**src/rtl/amc_pkg.sv**
```systemverilog
package amc_pkg;
  typedef enum logic [1:0] {
    ST_IDLE   = 2'd0,
    ST_SETUP  = 2'd1,
    ST_STROBE = 2'd2,
    ST_HOLD   = 2'd3
  } amc_state_e;
endpackage

```
**src/rtl/amc_bank_dec.sv**
```systemverilog
module amc_bank_dec #(
  parameter int NB = 4,
  parameter int TW = 4,
  localparam int BW = $clog2(NB)
) (
  input  logic [BW-1:0]    bank_i,
  input  logic [NB*TW-1:0] cfg_setup_i,
  input  logic [NB*TW-1:0] cfg_strobe_i,
  input  logic [NB*TW-1:0] cfg_hold_i,
  input  logic [NB-1:0]    cfg_wide_i,
  output logic [TW-1:0]    setup_o,
  output logic [TW-1:0]    strobe_o,
  output logic [TW-1:0]    hold_o,
  output logic             wide_o
);
  logic [TW-1:0] setup_a  [NB];
  logic [TW-1:0] strobe_a [NB];
  logic [TW-1:0] hold_a   [NB];

  // zero fields clamp to one cycle
  for (genvar g = 0; g < NB; g++) begin : g_bank
    assign setup_a[g]  = (cfg_setup_i[g*TW +: TW]  == '0) ? TW'(1) : cfg_setup_i[g*TW +: TW];
    assign strobe_a[g] = (cfg_strobe_i[g*TW +: TW] == '0) ? TW'(1) : cfg_strobe_i[g*TW +: TW];
    assign hold_a[g]   = (cfg_hold_i[g*TW +: TW]   == '0) ? TW'(1) : cfg_hold_i[g*TW +: TW];
  end

  assign setup_o  = setup_a[bank_i];
  assign strobe_o = strobe_a[bank_i];
  assign hold_o   = hold_a[bank_i];
  assign wide_o   = cfg_wide_i[bank_i];
endmodule

```
**src/rtl/amc_timer.sv**
```systemverilog
module amc_timer #(
  parameter int TW = 4
) (
  input  logic          clk_i,
  input  logic          rst_ni,
  input  logic          clr_i,
  input  logic [TW-1:0] limit_i,
  output logic          last_o
);
  logic [TW-1:0] cnt_q;

  always_ff @(posedge clk_i or negedge rst_ni) begin
    if (!rst_ni)    cnt_q <= '0;
    else if (clr_i) cnt_q <= '0;
    else            cnt_q <= cnt_q + TW'(1);
  end

  assign last_o = (TW'(cnt_q + TW'(1)) == limit_i);
endmodule

```
**src/rtl/amc_seq.sv**
```systemverilog
module amc_seq
  import amc_pkg::*;
#(
  parameter int TW = 4
) (
  input  logic          clk_i,
  input  logic          rst_ni,
  input  logic          req_i,
  input  logic          wide_i,
  input  logic          we_i,
  input  logic [TW-1:0] setup_i,
  input  logic [TW-1:0] strobe_i,
  input  logic [TW-1:0] hold_i,
  output logic          accept_o,
  output logic          active_o,
  output logic          oe_o,
  output logic          wr_o,
  output logic          half_o,
  output logic          capture_o,
  output logic          ack_o
);
  amc_state_e    state_q, state_d;
  logic          half_q, half_d;
  logic          ack_q;
  logic          last;
  logic          done;
  logic [TW-1:0] limit;

  always_comb begin
    unique case (state_q)
      ST_SETUP:  limit = setup_i;
      ST_STROBE: limit = strobe_i;
      ST_HOLD:   limit = hold_i;
      default:   limit = TW'(1);
    endcase
  end

  amc_timer #(.TW(TW)) u_timer (
    .clk_i   (clk_i),
    .rst_ni  (rst_ni),
    .clr_i   ((state_q == ST_IDLE) || last),
    .limit_i (limit),
    .last_o  (last)
  );

  // no new access in the ack cycle
  assign accept_o = req_i && (state_q == ST_IDLE) && !ack_q;
  assign done     = (state_q == ST_HOLD) && last && (wide_i || half_q);

  always_comb begin
    state_d = state_q;
    half_d  = half_q;
    unique case (state_q)
      ST_IDLE: if (accept_o) begin
        state_d = ST_SETUP;
        half_d  = 1'b0;
      end
      ST_SETUP:  if (last) state_d = ST_STROBE;
      ST_STROBE: if (last) state_d = ST_HOLD;
      ST_HOLD: if (last) begin
        if (done) state_d = ST_IDLE;
        else begin
          state_d = ST_SETUP;
          half_d  = 1'b1;
        end
      end
      default: state_d = ST_IDLE;
    endcase
  end

  always_ff @(posedge clk_i or negedge rst_ni) begin
    if (!rst_ni) begin
      state_q <= ST_IDLE;
      half_q  <= 1'b0;
      ack_q   <= 1'b0;
    end else begin
      state_q <= state_d;
      half_q  <= half_d;
      ack_q   <= done;
    end
  end

  assign active_o  = (state_q != ST_IDLE);
  assign oe_o      = (state_q == ST_STROBE) && !we_i;
  assign wr_o      = (state_q == ST_STROBE) && we_i;
  assign capture_o = (state_q == ST_STROBE) && last && !we_i;
  assign half_o    = half_q;
  assign ack_o     = ack_q;
endmodule

```
**src/rtl/async_mem_ctrl.sv**
```systemverilog
module async_mem_ctrl #(
  parameter int NUM_BANKS = 4,
  parameter int DATA_W    = 32,
  parameter int WIN_BITS  = 26,
  parameter int TIME_W    = 4,
  localparam int BANK_W   = $clog2(NUM_BANKS),
  localparam int HADDR_W  = BANK_W + WIN_BITS - 2,
  localparam int HALF_W   = DATA_W / 2
) (
  input  logic                        clk_i,
  input  logic                        rst_ni,
  input  logic                        req_i,
  input  logic                        we_i,
  input  logic [HADDR_W-1:0]          haddr_i,
  input  logic [DATA_W-1:0]           wdata_i,
  output logic                        ack_o,
  output logic [DATA_W-1:0]           rdata_o,
  input  logic [NUM_BANKS*TIME_W-1:0] cfg_setup_i,
  input  logic [NUM_BANKS*TIME_W-1:0] cfg_strobe_i,
  input  logic [NUM_BANKS*TIME_W-1:0] cfg_hold_i,
  input  logic [NUM_BANKS-1:0]        cfg_wide_i,
  output logic [NUM_BANKS-1:0]        mem_cs_no,
  output logic                        mem_oe_no,
  output logic                        mem_we_no,
  output logic [WIN_BITS-1:0]         mem_addr_o,
  output logic [DATA_W-1:0]           mem_wdata_o,
  input  logic [DATA_W-1:0]           mem_rdata_i
);
  logic [BANK_W-1:0]   bank_q;
  logic [WIN_BITS-3:0] off_q;
  logic                we_q;
  logic [DATA_W-1:0]   wdata_q;
  logic [DATA_W-1:0]   rdata_q;

  logic [TIME_W-1:0]   setup, strobe, hold;
  logic                wide;
  logic                accept, active, oe, wr, half, capture;

  amc_bank_dec #(.NB(NUM_BANKS), .TW(TIME_W)) u_dec (
    .bank_i       (bank_q),
    .cfg_setup_i  (cfg_setup_i),
    .cfg_strobe_i (cfg_strobe_i),
    .cfg_hold_i   (cfg_hold_i),
    .cfg_wide_i   (cfg_wide_i),
    .setup_o      (setup),
    .strobe_o     (strobe),
    .hold_o       (hold),
    .wide_o       (wide)
  );

  amc_seq #(.TW(TIME_W)) u_seq (
    .clk_i     (clk_i),
    .rst_ni    (rst_ni),
    .req_i     (req_i),
    .wide_i    (wide),
    .we_i      (we_q),
    .setup_i   (setup),
    .strobe_i  (strobe),
    .hold_i    (hold),
    .accept_o  (accept),
    .active_o  (active),
    .oe_o      (oe),
    .wr_o      (wr),
    .half_o    (half),
    .capture_o (capture),
    .ack_o     (ack_o)
  );

  always_ff @(posedge clk_i or negedge rst_ni) begin
    if (!rst_ni) begin
      bank_q  <= '0;
      off_q   <= '0;
      we_q    <= 1'b0;
      wdata_q <= '0;
    end else if (accept) begin
      bank_q  <= haddr_i[HADDR_W-1 -: BANK_W];
      off_q   <= haddr_i[WIN_BITS-3:0];
      we_q    <= we_i;
      wdata_q <= wdata_i;
    end
  end

  always_ff @(posedge clk_i or negedge rst_ni) begin
    if (!rst_ni) rdata_q <= '0;
    else if (capture) begin
      if (wide)      rdata_q                <= mem_rdata_i;
      else if (half) rdata_q[DATA_W-1:HALF_W] <= mem_rdata_i[HALF_W-1:0];
      else           rdata_q[HALF_W-1:0]    <= mem_rdata_i[HALF_W-1:0];
    end
  end

  for (genvar g = 0; g < NUM_BANKS; g++) begin : g_cs
    assign mem_cs_no[g] = !(active && (bank_q == BANK_W'(g)));
  end

  assign mem_oe_no   = !oe;
  assign mem_we_no   = !wr;
  assign mem_addr_o  = {off_q, half && !wide, 1'b0};
  assign mem_wdata_o = wide ? wdata_q
                     : {{HALF_W{1'b0}}, half ? wdata_q[DATA_W-1:HALF_W] : wdata_q[HALF_W-1:0]};
  assign rdata_o     = rdata_q;
endmodule

```
**config.mk**
```make
export PLATFORM = sky130hd
export DESIGN_NAME = async_mem_ctrl
export DESIGN_NICKNAME = d
export VERILOG_FILES = /design/src/rtl/amc_pkg.sv /design/src/rtl/amc_bank_dec.sv /design/src/rtl/amc_timer.sv /design/src/rtl/amc_seq.sv /design/src/rtl/async_mem_ctrl.sv
export SDC_FILE = /design/constraint.sdc
export NUM_CORES = 1
export LEC_CHECK = 0
export BUFFER_PORTS_ARGS = -buffer_cell sky130_fd_sc_hd__buf_2
export CAP_MARGIN = 20
export CORE_AREA = 2 2 104 106
export DETAILED_ROUTE_END_ITERATION = 12
export DIE_AREA = 0 0 106 108
export GPL_TIMING_DRIVEN = 1
export HOLD_SLACK_MARGIN = 0.05
export PLACE_DENSITY = 0.84
export RECOVER_POWER = 100
export SYNTH_ARGS = -nofsm -noshare
export SYNTH_HDL_FRONTEND = slang
export SYNTH_SLANG_ARGS = --single-unit
```
**constraint.sdc**
```tcl
create_clock -name clk_i -period 8.1 [get_ports clk_i]
set_input_delay 0.81 -clock clk_i [delete_from_list [all_inputs] [get_ports clk_i]]
set_output_delay 0.81 -clock clk_i [all_outputs]
set_load 0.01 [all_outputs]
```
Word level (Yosys, flattened, before mapping)
Cells that the tools add are included.
Operators by class
  add/sub/neg operators: 1
  order comparisons: 2
  equality and inequality tests: 13
  multiplexer cells: 40
  bitwise gates (word level): 1
  reductions and logical operators: 45
Operators with widths (number)
  4-bit two-way mux: 19
  32-bit two-way mux: 2
  4-bit logical NOT: 12
  16-bit two-way mux: 3
  4-bit binary-select mux with 2-bit select: 3
  1-bit logical AND: 13
  4-bit one-hot mux with 3 select lines: 1
  1-bit logical NOT: 9
  2-bit == test, second input constant: 4
  2-bit two-way mux: 4
  2-bit by 1-bit != test with 1-bit output, second input constant: 4
  2-bit one-hot mux with 4 select lines: 1
  4-bit AND reduction: 2
  2-bit nonzero test: 3
  1-bit two-way mux: 5
  4-bit by 1-bit adder with 4-bit output, second input constant: 1
  2-bit by 1-bit == test with 1-bit output, second input constant: 2
  4-bit == test: 1
  2-bit logical NOT: 2
  2-bit != test, second input constant: 2
  2-bit AND reduction: 2
  3-bit >= comparator, second input constant: 1
  2-bit by 3-bit less-than comparator with 1-bit output, second input constant: 1
  2-bit NOT with 3-bit output: 1
  other kinds (3): 4
Storage, ports and cells
  flip-flop bits (word level): 99
  bits of input ports: 146
  output and inout port bits: 97
  logic and storage cells: 112

Longest topological paths before layout
Gate-level depths: netlist (run 1).
  depth after elaboration: 12
  gate-level depth with buffers: 11
  gate-level depth less buffers: 10

Modules after synthesis
Synthesis (run 1) repeated with hierarchy kept, for this count alone.
Second synthesis, totals
  cell total of the unflattened synthesis: 388
  area, all modules: 5056.1 sq um
Modules (own cells, without submodules)
  async_mem_ctrl: instances 1, cells an instance 287, area each 4016.4 sq um, sequential area each 2277.2 sq um
  amc_bank_dec: instances 1, cells an instance 42, area each 439.2 sq um, sequential area each 0.0 sq um
  amc_seq: instances 1, cells an instance 41, area each 390.4 sq um, sequential area each 100.1 sq um
  amc_timer: instances 1, cells an instance 18, area each 210.2 sq um, sequential area each 100.1 sq um

Least setup slack after synthesis (run 1)
No wires, ideal clock.
  path kind: input-to-reg
  from: input port cfg_strobe_i[15]
  to: register rdata_q[22] (netlist: rdata_o[22])
  arrival: 3344 ps
  slack: 4631 ps
  cell stages on the path: 9
  path buffers: 1
  cells stage by stage: mux4_2 -> and2_1 -> o31ai_1 -> or3b_2 -> a21oi_1 -> o22ai_2 -> nor3b_4 -> buf_6 -> mux2_2
Between the ends
  cells in the longest elaborated chain, start to end: 10
RTL lines
  start: declaration: RTL line async_mem_ctrl.sv:19  | input logic [NUM_BANKS*TIME_W-1:0] cfg_strobe_i,
  4-bit logical NOT: RTL line amc_bank_dec.sv:23  | assign strobe_a[g] = (cfg_strobe_i[g*TW +: TW] == '0) ? TW'(1) : cfg_strobe_i[g*TW +: TW];
  4-bit two-way mux (*): RTL line amc_bank_dec.sv:23
  4-bit binary-select mux with 2-bit select (*): RTL line amc_bank_dec.sv:28  | assign strobe_o = strobe_a[bank_i];
  4-bit two-way mux (implied by the code) (*) (2 in a row): RTL line amc_bank_dec.sv:28
  4-bit one-hot mux with 3 select lines (*): RTL line amc_seq.sv:30  | unique case (state_q)
  4-bit == test (*): RTL line amc_timer.sv:18  | assign last_o = (TW'(cnt_q + TW'(1)) == limit_i);
  1-bit logical AND (*) (2 in a row): RTL line amc_seq.sv:86  | assign capture_o = (state_q == ST_STROBE) && last && !we_i;
  2-bit AND reduction (no source line) (*)
  end signal: assignment: RTL line async_mem_ctrl.sv:86  | if (wide) rdata_q <= mem_rdata_i;
  end signal: indexed assignment: RTL line async_mem_ctrl.sv:87  | else if (half) rdata_q[DATA_W-1:HALF_W] <= mem_rdata_i[HALF_W-1:0];
  end signal: indexed assignment: RTL line async_mem_ctrl.sv:88  | else rdata_q[HALF_W-1:0] <= mem_rdata_i[HALF_W-1:0];
  end: declaration: RTL line async_mem_ctrl.sv:33  | logic [DATA_W-1:0] rdata_q;
Every way passes the cells marked *; elsewhere a longest branch is shown, timed or not. The select of a mux whose other input is x is not followed.
A chain may end at the register's enable or synchronous reset.

Worst setup path in the final report (run 1)
  from: register bank_q[1]
  to: register rdata_q[18] (netlist: rdata_o[18])
Between the ends
  cells in the longest elaborated chain, start to end: 9
  elaborated cells between the ends (all ways): 19
  classes of those cells: 1 x eq/ne; 13 x mux; 1 x bitwise; 4 x reduce/logical
RTL lines
  start: declaration: RTL line async_mem_ctrl.sv:29  | logic [BANK_W-1:0] bank_q;
  start signal: assignment: RTL line async_mem_ctrl.sv:76  | bank_q <= haddr_i[HADDR_W-1 -: BANK_W];
  2-bit NOT with 3-bit output (implied by the code): RTL line amc_bank_dec.sv:27, amc_bank_dec.sv:28, amc_bank_dec.sv:29
  4-bit binary-select mux with 2-bit select (on tied branches): RTL line amc_bank_dec.sv:29, amc_bank_dec.sv:27, amc_bank_dec.sv:28
  4-bit two-way mux (on tied branches) (2 in a row): RTL line amc_bank_dec.sv:29, amc_bank_dec.sv:27, amc_bank_dec.sv:28
  4-bit one-hot mux with 3 select lines: RTL line amc_seq.sv:30
  4-bit == test: RTL line amc_timer.sv:18
  1-bit logical AND (2 in a row): RTL line amc_seq.sv:86
  2-bit AND reduction (no source line)
Parallel ways exist; a longest one is shown, timed or not. The select of a mux whose other input is x is not followed.

==> results.yml, run 1 <==
pwr:
  power.share.clock: 0.127
  combPwrFrac: 0.489
  power-per-cell-area_nw_per_um2: 363.7
  power.net_switching_mw: 0.9271
  power.share.switching: 0.4027
  cell_internal_pwr_mw: 1.375
  leakage_nw: 2.997
  ir_drop_uv: 184.0
  power.sequential.fraction: 0.384
synthesis:
  post_synth.cell_area_avg_sq_um: 11.93
  synth-edff-count: 0
  syn_area_sq_um: 5036
  netlist_instances: 422
  yosys_warnings: 0
  synth.yosys.seq_area_share: 0.4919
  synth-async-reset-ratio: 1.000
  synthesis.nets: 574
  ys_dominant_reg_cell: "sky130_fd_sc_hd__dfrtp_1"
  synthDistinctLibCells: 47
  synth-seq-cells: 99
run_status:
  status: "finished, violations left"
  violations: "max-capacitance violations, max-slew violations"
critical_path:
  critical_path.cell_chain: "nand2b_1, nor3_1, nor4_1, o31ai_1, a2111oi_0, o22ai_1, nor3b_1, mux2_2"
  slowest_cp_cell: "sky130_fd_sc_hd__nor3b_1"
  critPathMaxStageDelay_ps: 1980
  endpoint_kind: "register"
  cp_data_required_time_ps: 8340
  timing.setup.critical_path_class: "reg2reg"
  critical_path_peak_fanout: 26
  worstSetupStartpointType: "register"
  critPathArrivalTime_ps: 5950
global_route:
  first_global_vias: 4347
  grt.overflow.total: 0
  grt_pass1_wl_mm: 20.53
  grt_max_degree: 64
  grt_antenna_before_repair: 0
  track_usage: 0.2252
cts:
  clk_root_buffer_cell: "sky130_fd_sc_hd__clkbuf_8"
  clock_insertion_delay_worst_skew_ps: 360
  cts_hold_buffers: 0
  max-clock-path-buffers: 2
  post_cts.resized_instances: 0
  cts_tree: "yes"
  cts-htree-levels: 3
  cts_num_sinks: 99
  clock_transition_at_the_registers_of_the_reported_paths_ps: 90
  tritoncts.num_buffers: 9
  cts_setup_buffers: 0
worst_hold_path:
  hold_path.class: "reg2reg"
floorplan:
  floorplan.initialDensity: 0.4922
  io_pins: 243
  die_width_um: 106
  die_height_um: 108
  die_area_sq_um: 11450
  core_ar_sq_um: 10230
  rows: 37
route:
  vias_per_cell: 5.293
  detailroute.via_count: 4208
  antenna_violating_nets_post_route: 0
  wl_per_cell_um: 16.26
  total_wirelength_of_the_detailed_routed_design_mm: 12.93
  dr.pass1.iters: 4
  post-route-drc-count: 0
  drt_iter0_markers: 179
timing:
  finalCritPeriodShare: 0.7046
  layout_min_cycle_time_ps: 5707
  fmax_ghz: 0.1752
  worst_clock_skew_ps: 17.14
  grt_setup_unrepaired: "no"
  max_slew_margin: -1.208
  hold_viol: 0
  setup_tns_ps: 0
  finalMaxSlewViolations: 200
  worst_pin_slew_ps: 3313
  timing.final.setup_violations: 0
flow_run:
  max_cap_viol_count: 5
placement:
  gp_congestion: 0.8664
  port_buffers: 241
  post-place-cells: 779
  place.detailed.hpwl_mm: 9.958
layout:
  fin_cells: 795
  syn_to_final_growth_pct: 25.69
  finish.net_count: 806
  insertedDiodeCount: 0
  post_route_cells_drive_above_1_share: 0.4219
  filler_cells_inserted: 927
-- power groups by stage --
| stage | combinational [mW] | clock [mW] | sequential (mW) |
|---|---|---|---|
| after floorplan | 0.793 | 0 | 0.872 |
| after global placement | 1.15 | 0 | 0.869 |
| after detailed placement | 1.19 | 0 | 0.888 |
| after CTS | 1.20 | 0.300 | 0.879 |
| after global routing | 1.23 | 0.322 | 0.915 |
| final | 1.13 | 0.292 | 0.883 |
-- per-stage QoR --
stage	setup WS (ps)	util	hold slack, ps	instance area (sq um)	power (mW)
floorplan	4631	-	479.3	5036	1.665
global placement	3801	0.6171	475.5	6314	2.022
detailed placement	3498	0.6171	489.8	6314	2.082
CTS	3239	0.6342	406.2	6489	2.378
global route	1965	0.6187	525.3	6330	2.469
finish	2393	0.6187	509.5	6330	2.302
-- registers in the layout, indices dropped and copies added, names as in the netlist --
signal               flops
off_q                   24
wdata_q                 32
rdata_o                 32
u_seq.half_o             1
u_seq.u_timer.cnt_q      4
u_seq.state_q            2
we_q                     1
bank_q                   2
u_seq.ack_o              1
-- synthesized netlist by cell type (all sizes together) (4+ instances only) --
cell type	number	share of area
a21oi	4	0.0040
and2	17	0.021
buf	8	0.013
clkbuf	14	0.010
dfrtp	99	0.49
ha	6	0.015
inv	7	0.0052
mux2	108	0.24
mux2i	14	0.028
nand2	56	0.042
nand2b	8	0.0099
nor2	8	0.0060
nor3	21	0.023
o22ai	7	0.0099
o32ai	4	0.0070
or2	4	0.0050
or3	4	0.0050
-- final cells by class --
| cell class | count | area (sq um) | share of cell area |
|---|---|---|---|
| sequential | 99 | 2477 | 0.3914 |
| multi-input combinational | 293 | 2377 | 0.3756 |
| timing repair buffer | 243 | 1100 | 0.1737 |
| tap | 136 | 170.2 | 0.02688 |
| clock buffer | 11 | 131.4 | 0.02076 |
| clock inverter | 5 | 43.79 | 0.006918 |
| inverter | 8 | 30.03 | 0.004744 |
-- cell usage in the layout (no fill, tap or decap), drive strengths merged, types with 2 or more instances in the layout --
master and n:
mux4 3, and2 17, or3 4, o41ai 2, ha 6, o22ai 7
nand2 56, nor2 8, nand2b 8, inv 10, buf 150, clkinvlp 2
xor2 2, o31ai 3, o32ai 4, a21oi 4, or2 4, clkbuf 104
mux2i 14, nor3 21, dfrtp 99, mux2 108, nor4 2, a211oi 2
-- metal layers --
layer,vias to the layer above,share of wire,track usage
met2,166,0.54,0.4120
li1,1964,-,-
met5,-,0,0
met3,34,0.049,0.03978
met1,2044,0.39,0.2627
met4,0,0.025,0.09117
-- worst paths after layout --
kind | cells past startpoint | startpoint | end | slack, ps
setup / recovery | 8 | bank_q[1] | rdata_o[18] | 2390
hold / removal | 1 | rdata_o[19] | rdata_o[19] | 510
setup reg to reg | 8 | bank_q[1] | rdata_o[18] | 2390
hold reg to reg | 1 | rdata_o[19] | rdata_o[19] | 510
max in group asynchronous | 2 | rst_ni | off_q[16] | 3320
min in group asynchronous | 1 | rst_ni | rdata_o[28] | 1050
-- worst max-delay path: cells and delay by family, from the launching register on --
| family | cells | cell delay (ps) |
|---|---|---|
| and+or+nand+nor | 4 | 2960 |
| AOI/OAI and AO/OA | 3 | 1130 |
| DFF | 1 | 1040 |
| muxes | 1 | 470 |
-- logic make-up (layout without fill, tap and decap cells) --
group | Yosys count | after routing | share of synthesized area
compound gates | 30 | 30 | 0.04671
xor+xnor | 3 | 3 | 0.005218
fa+ha+maj | 6 | 6 | 0.01491
buf+inv | 30 | 267 | 0.02907
flops | 99 | 99 | 0.4919
mux | 125 | 125 | 0.2827
other cells | 1 | 1 | 0.0007446
simple gates | 128 | 128 | 0.1287
Power figures use the tool's default switching activity.
==> inputs of run 2 (changes only) <==
- CORE_AREA: 2 2 104 106 -> 2 2 107 109
- DIE_AREA: 0 0 106 108 -> 0 0 109 111
- PLACE_DENSITY: 0.84 -> 0.8
- clock period: 8.1 -> 5.7 ns (I/O delays scaled with it)
==> results.yml, run 2 (synthesized netlist as in run 1, its figures left out) <==
timing:
  finalMaxSlewViolations: 117
  worst_pin_slew_ps: 3322
  layout_min_cycle_time_ps: 4667
  fmax_ghz: 0.2143
  hold_viol: 0
  finalCritPeriodShare: 0.8188
  worst_clock_skew_ps: 11.55
  setup_tns_ps: 0
  grt_setup_unrepaired: "no"
  timing.final.setup_violations: 0
  max_slew_margin: -1.214
placement:
  place.detailed.hpwl_mm: 10.25
  gp_congestion: 0.8347
  post-place-cells: 786
  port_buffers: 241
floorplan:
  rows: 39
  core_ar_sq_um: 11080
  io_pins: 243
  die_width_um: 109
  floorplan.initialDensity: 0.4546
  die_height_um: 111
  die_area_sq_um: 12100
run_status:
  status: "finished, violations left"
  violations: "max-capacitance violations, max-slew violations"
critical_path:
  critical_path_peak_fanout: 26
  cp_data_required_time_ps: 5920
  worstSetupStartpointType: "register"
  critical_path.endpoint: "rdata_o[30]"
  critPathArrivalTime_ps: 4880
  path_depth: 8
  r2r_end: "rdata_o[30]"
  endpoint_kind: "register"
  path_delay_family: "simple AND/OR/NAND/NOR gates"
  timing.setup.critical_path_class: "reg2reg"
  reg2reg_from: "bank_q[1]"
  worstPathBufferInverterCount: 0
  r2r.worst_path.cells: 8
  slowest_cp_cell: "sky130_fd_sc_hd__dfrtp_1"
  critPathMaxStageDelay_ps: 1010
  timing.reg2reg.setup_slack_ps: 1030
  cp-startpoint: "bank_q[1]"
  critical_path.cell_chain: "nand2b_1, o32ai_1, nor4b_1, or4_1, a2111oi_0, o22ai_1, nor3b_4, mux2_2"
cts:
  max-clock-path-buffers: 2
  clock_transition_at_the_registers_of_the_reported_paths_ps: 70
  cts_num_sinks: 99
  cts_setup_buffers: 0
  clock_insertion_delay_worst_skew_ps: 340
  cts-htree-levels: 3
  tritoncts.num_buffers: 9
  cts_hold_buffers: 0
  clk_root_buffer_cell: "sky130_fd_sc_hd__clkbuf_16"
  cts_tree: "yes"
  post_cts.resized_instances: 0
global_route:
  track_usage: 0.2249
  grt_max_degree: 64
  grt_antenna_before_repair: 0
  grt_pass1_wl_mm: 21.20
  grt.overflow.total: 0
  first_global_vias: 4478
layout:
  layout.cells.most_common_list: "sky130_fd_sc_hd__buf_2 (152), sky130_fd_sc_hd__mux2_2 (107), sky130_fd_sc_hd__dfrtp_1 (99)"
  fin_cells: 802
  insertedDiodeCount: 0
  syn_to_final_growth_pct: 28.92
  post_route_cells_drive_above_1_share: 0.4355
  finish.net_count: 806
  postLayoutCoreUtil: 0.5861
  layout.cells.most_common: "sky130_fd_sc_hd__buf_2"
  filler_cells_inserted: 966
pwr:
  ir_drop_uv: 270.7
  leakage_nw: 3.077
  power-per-cell-area_nw_per_um2: 535.5
route:
  post-route-drc-count: 0
  dr.pass1.iters: 6
  total_wirelength_of_the_detailed_routed_design_mm: 13.49
  wl_per_cell_um: 16.82
  vias_per_cell: 5.305
  drt_iter0_markers: 185
  antenna_violating_nets_post_route: 0
  detailroute.via_count: 4255
flow_run:
  max_cap_viol_count: 2
worst_hold_path:
  hold_path.class: "in2reg"
run 2: cell count changes in the layout (fill, tap and decap cells not counted), moves of 2 or more:
cell,before,now
sky130_fd_sc_hd__and2_0,6,8
sky130_fd_sc_hd__and2_1,11,9
sky130_fd_sc_hd__buf_2,150,152
sky130_fd_sc_hd__clkbuf_1,95,90
sky130_fd_sc_hd__clkbuf_16,0,9
sky130_fd_sc_hd__clkbuf_8,9,1
sky130_fd_sc_hd__clkinv_2,0,2
sky130_fd_sc_hd__mux2_1,3,1
sky130_fd_sc_hd__mux2_2,105,107
run 2: per-stage QoR:
stage          hold slack, ps  setup WS (ps)  area [sq um]  power [mW]
6_report                459.2           1033          6492       3.477
5_1_grt                 449.2          674.8          6492       3.726
4_1_cts                 288.4           1075          6625       3.582
3_5_place_dp            488.1           1081          6322       2.957
3_3_place_gp            468.2           1297          6322       2.884
2_1_floorplan           274.4           2471          5036       2.366
run 2: final cells by class:
class                      instances  area (sq um)  area share
sequential                        99          2477      0.3816
timing repair buffer             243          1104      0.1700
clock buffer                      10         239.0     0.03681
clock inverter                     6         63.81    0.009828
tap                              143         178.9     0.02756
multi-input combinational        293          2400      0.3696
inverter                           8         30.03    0.004625
run 2: report_power, final:
| part | switching [mW] | internal [mW] | leakage (nW) | total, mW |
|---|---|---|---|---|
| Combinational | 0.838 | 0.783 | 1.71 | 1.62 |
| Clock | 0.256 | 0.352 | 0.145 | 0.608 |
| Sequential | 0.234 | 1.01 | 1.22 | 1.25 |
run 2: routing by layer:
layer	GRT usage	vias to the layer above	share of wire
li1	-	1962	-
met1	0.2442	2079	0.37
met2	0.4104	188	0.53
met3	0.05644	26	0.079
met4	0.08718	0	0.022
met5	0	-	0
run 2: worst min-delay path by stage:
stage                startpoint     endpoint  slack (ps)  cells after the start
floorplan                rst_ni    bank_q[0]         270                      0
detailed placement    off_q[17]    off_q[17]         490                      1
global route         haddr_i[5]     off_q[5]         450                      2
global placement    rdata_o[25]  rdata_o[25]         470                      1
CTS                      rst_ni   rdata_o[3]         290                      1
finish              haddr_i[22]    off_q[22]         460                      2
run 2: worst reg2reg max path: cells and delay by family (launching register included):
kind / cells / cell delay (ps)
simple gates: 4 / 1730
flops: 1 / 1010
mux: 1 / 430
compound gates: 3 / 1380
==> inputs of run 3 (changes only) <==
- clock period: 5.7 -> 4.85 ns (I/O delays scaled with it)
==> results.yml, run 3 (synthesized netlist as in run 1, its figures left out) <==
layout:
  insertedDiodeCount: 0
  layout.cell_area.non_filler_sq_um: 6492
  layout.cells.most_common_list: "sky130_fd_sc_hd__buf_2 (152), sky130_fd_sc_hd__mux2_2 (106), sky130_fd_sc_hd__dfrtp_1 (99)"
  fin_cells: 803
  finish.net_count: 808
  syn_to_final_growth_pct: 28.92
  post_route_cells_drive_above_1_share: 0.4333
  layout.cells.most_common: "sky130_fd_sc_hd__buf_2"
  postLayoutCoreUtil: 0.5861
run_status:
  status: "finished, violations left"
  violations: "max-capacitance violations, max-slew violations"
global_route:
  first_global_vias: 4445
  track_usage: 0.2266
  grt_max_degree: 64
  grt.overflow.total: 0
  grt_pass1_wl_mm: 21.38
  grt_antenna_before_repair: 0
pwr:
  leakage_nw: 3.079
  power.share.clock: 0.170
  ir_drop_uv: 342.4
  power.sequential.fraction: 0.361
  power-per-cell-area_nw_per_um2: 624.8
  power.net_switching_mw: 1.552
  total_power_mw: 4.057
  combPwrFrac: 0.469
  cell_internal_pwr_mw: 2.505
  power.share.switching: 0.3825
critical_path:
  critPathArrivalTime_ps: 4440
  slowest_cp_cell: "sky130_fd_sc_hd__dfrtp_1"
  reg2reg_from: "bank_q[1]"
  critical_path_peak_fanout: 26
  endpoint_kind: "register"
  critPathMaxStageDelay_ps: 1050
  critical_path.cell_chain: "nand2b_1, o32ai_1, nor4b_1, or4_1, a2111oi_2, o22ai_1, nor3_4, mux2_2"
  cp_data_required_time_ps: 5070
  timing.setup.critical_path_class: "reg2reg"
  worstSetupStartpointType: "register"
  timing.reg2reg.setup_slack_ps: 620
  cp-startpoint: "bank_q[1]"
cts:
  clock_insertion_delay_worst_skew_ps: 330
  max-clock-path-buffers: 2
  clock_transition_at_the_registers_of_the_reported_paths_ps: 60
  post_cts.resized_instances: 0
  cts_setup_buffers: 0
  cts_hold_buffers: 0
  cts_num_sinks: 99
  cts-htree-levels: 3
  clk_root_buffer_cell: "sky130_fd_sc_hd__clkbuf_16"
  tritoncts.num_buffers: 9
  cts_tree: "yes"
floorplan:
  rows: 39
  io_pins: 243
  die_area_sq_um: 12100
  die_height_um: 111
  core_ar_sq_um: 11080
  floorplan.initialDensity: 0.4546
  die_width_um: 109
route:
  post-route-drc-count: 0
  wl_per_cell_um: 16.53
  drt_iter0_markers: 219
  detailroute.via_count: 4243
  dr.pass1.iters: 4
  total_wirelength_of_the_detailed_routed_design_mm: 13.27
  vias_per_cell: 5.284
  antenna_violating_nets_post_route: 0
timing:
  grt_setup_unrepaired: "no"
  layout_min_cycle_time_ps: 4225
  fmax_ghz: 0.2367
  hold_viol: 0
  max_slew_margin: -0.8417
  final.setup.worst_slack_ps: 624.9
  hold_ws_ps: 377.1
  finalCritPeriodShare: 0.8712
  finalMaxSlewViolations: 119
  setup_tns_ps: 0
  worst_pin_slew_ps: 2762
  timing.final.setup_violations: 0
  worst_clock_skew_ps: 6.770
placement:
  port_buffers: 241
  gp_congestion: 0.9240
  placed_cell_area_sq_um: 6337
  place.detailed.hpwl_mm: 10.17
  post-place-cells: 788
  preCtsSetupSlack_ps: 728.6
flow_run:
  max_cap_viol_count: 2
worst_hold_path:
  hold_path.class: "in2reg"
  hold_path.startpoint: "wdata_i[14]"
run 3: final timing paths:
| path | end | depth (start not counted) |
|---|---|---|
| min | wdata_q[14] | 2 |
| max reg2reg | rdata_o[1] | 8 |
| max in group asynchronous | wdata_q[3] | 2 |
| min reg2reg | rdata_o[25] | 1 |
| max | rdata_o[1] | 8 |
| min in group asynchronous | off_q[13] | 1 |
run 3: metal layers:
metal / vias to the layer above / GRT usage / part of all wire
li1: 1967 / - / -
met3: 25 / 0.05526 / 0.083
met4: 0 / 0.08376 / 0.022
met2: 191 / 0.3988 / 0.51
met5: - / 0 / 0
met1: 2060 / 0.2627 / 0.38
run 3: layout make-up:
type | count | area, sq um
Timing Repair Buffer | 245 | 1116
Fill cell | 960 | 4584
Sequential cell | 99 | 2477
Clock buffer | 11 | 232.7
Tap cell | 143 | 178.9
Inverter | 8 | 30.03
Clock inverter | 4 | 51.30
Multi-Input combinational cell | 293 | 2406
run 3: worst max-delay path, delay by kind of cell (launching register included):
kind / cells / cell delay [ps]
flip-flops: 1 / 1050
AND/OR/NAND/NOR: 4 / 1620
AO/OA/AOI/OAI: 3 / 1010
multiplexers: 1 / 410
run 3: power groups by stage:
stage | clock network (mW) | registers, mW | logic, mW
final | 0.691 | 1.46 | 1.90
after global placement | 0 | 1.44 | 1.95
after CTS | 0.708 | 1.46 | 2.01
after floorplan | 0 | 1.46 | 1.32
after detailed placement | 0 | 1.47 | 2.01
after global routing | 0.744 | 1.52 | 2.09
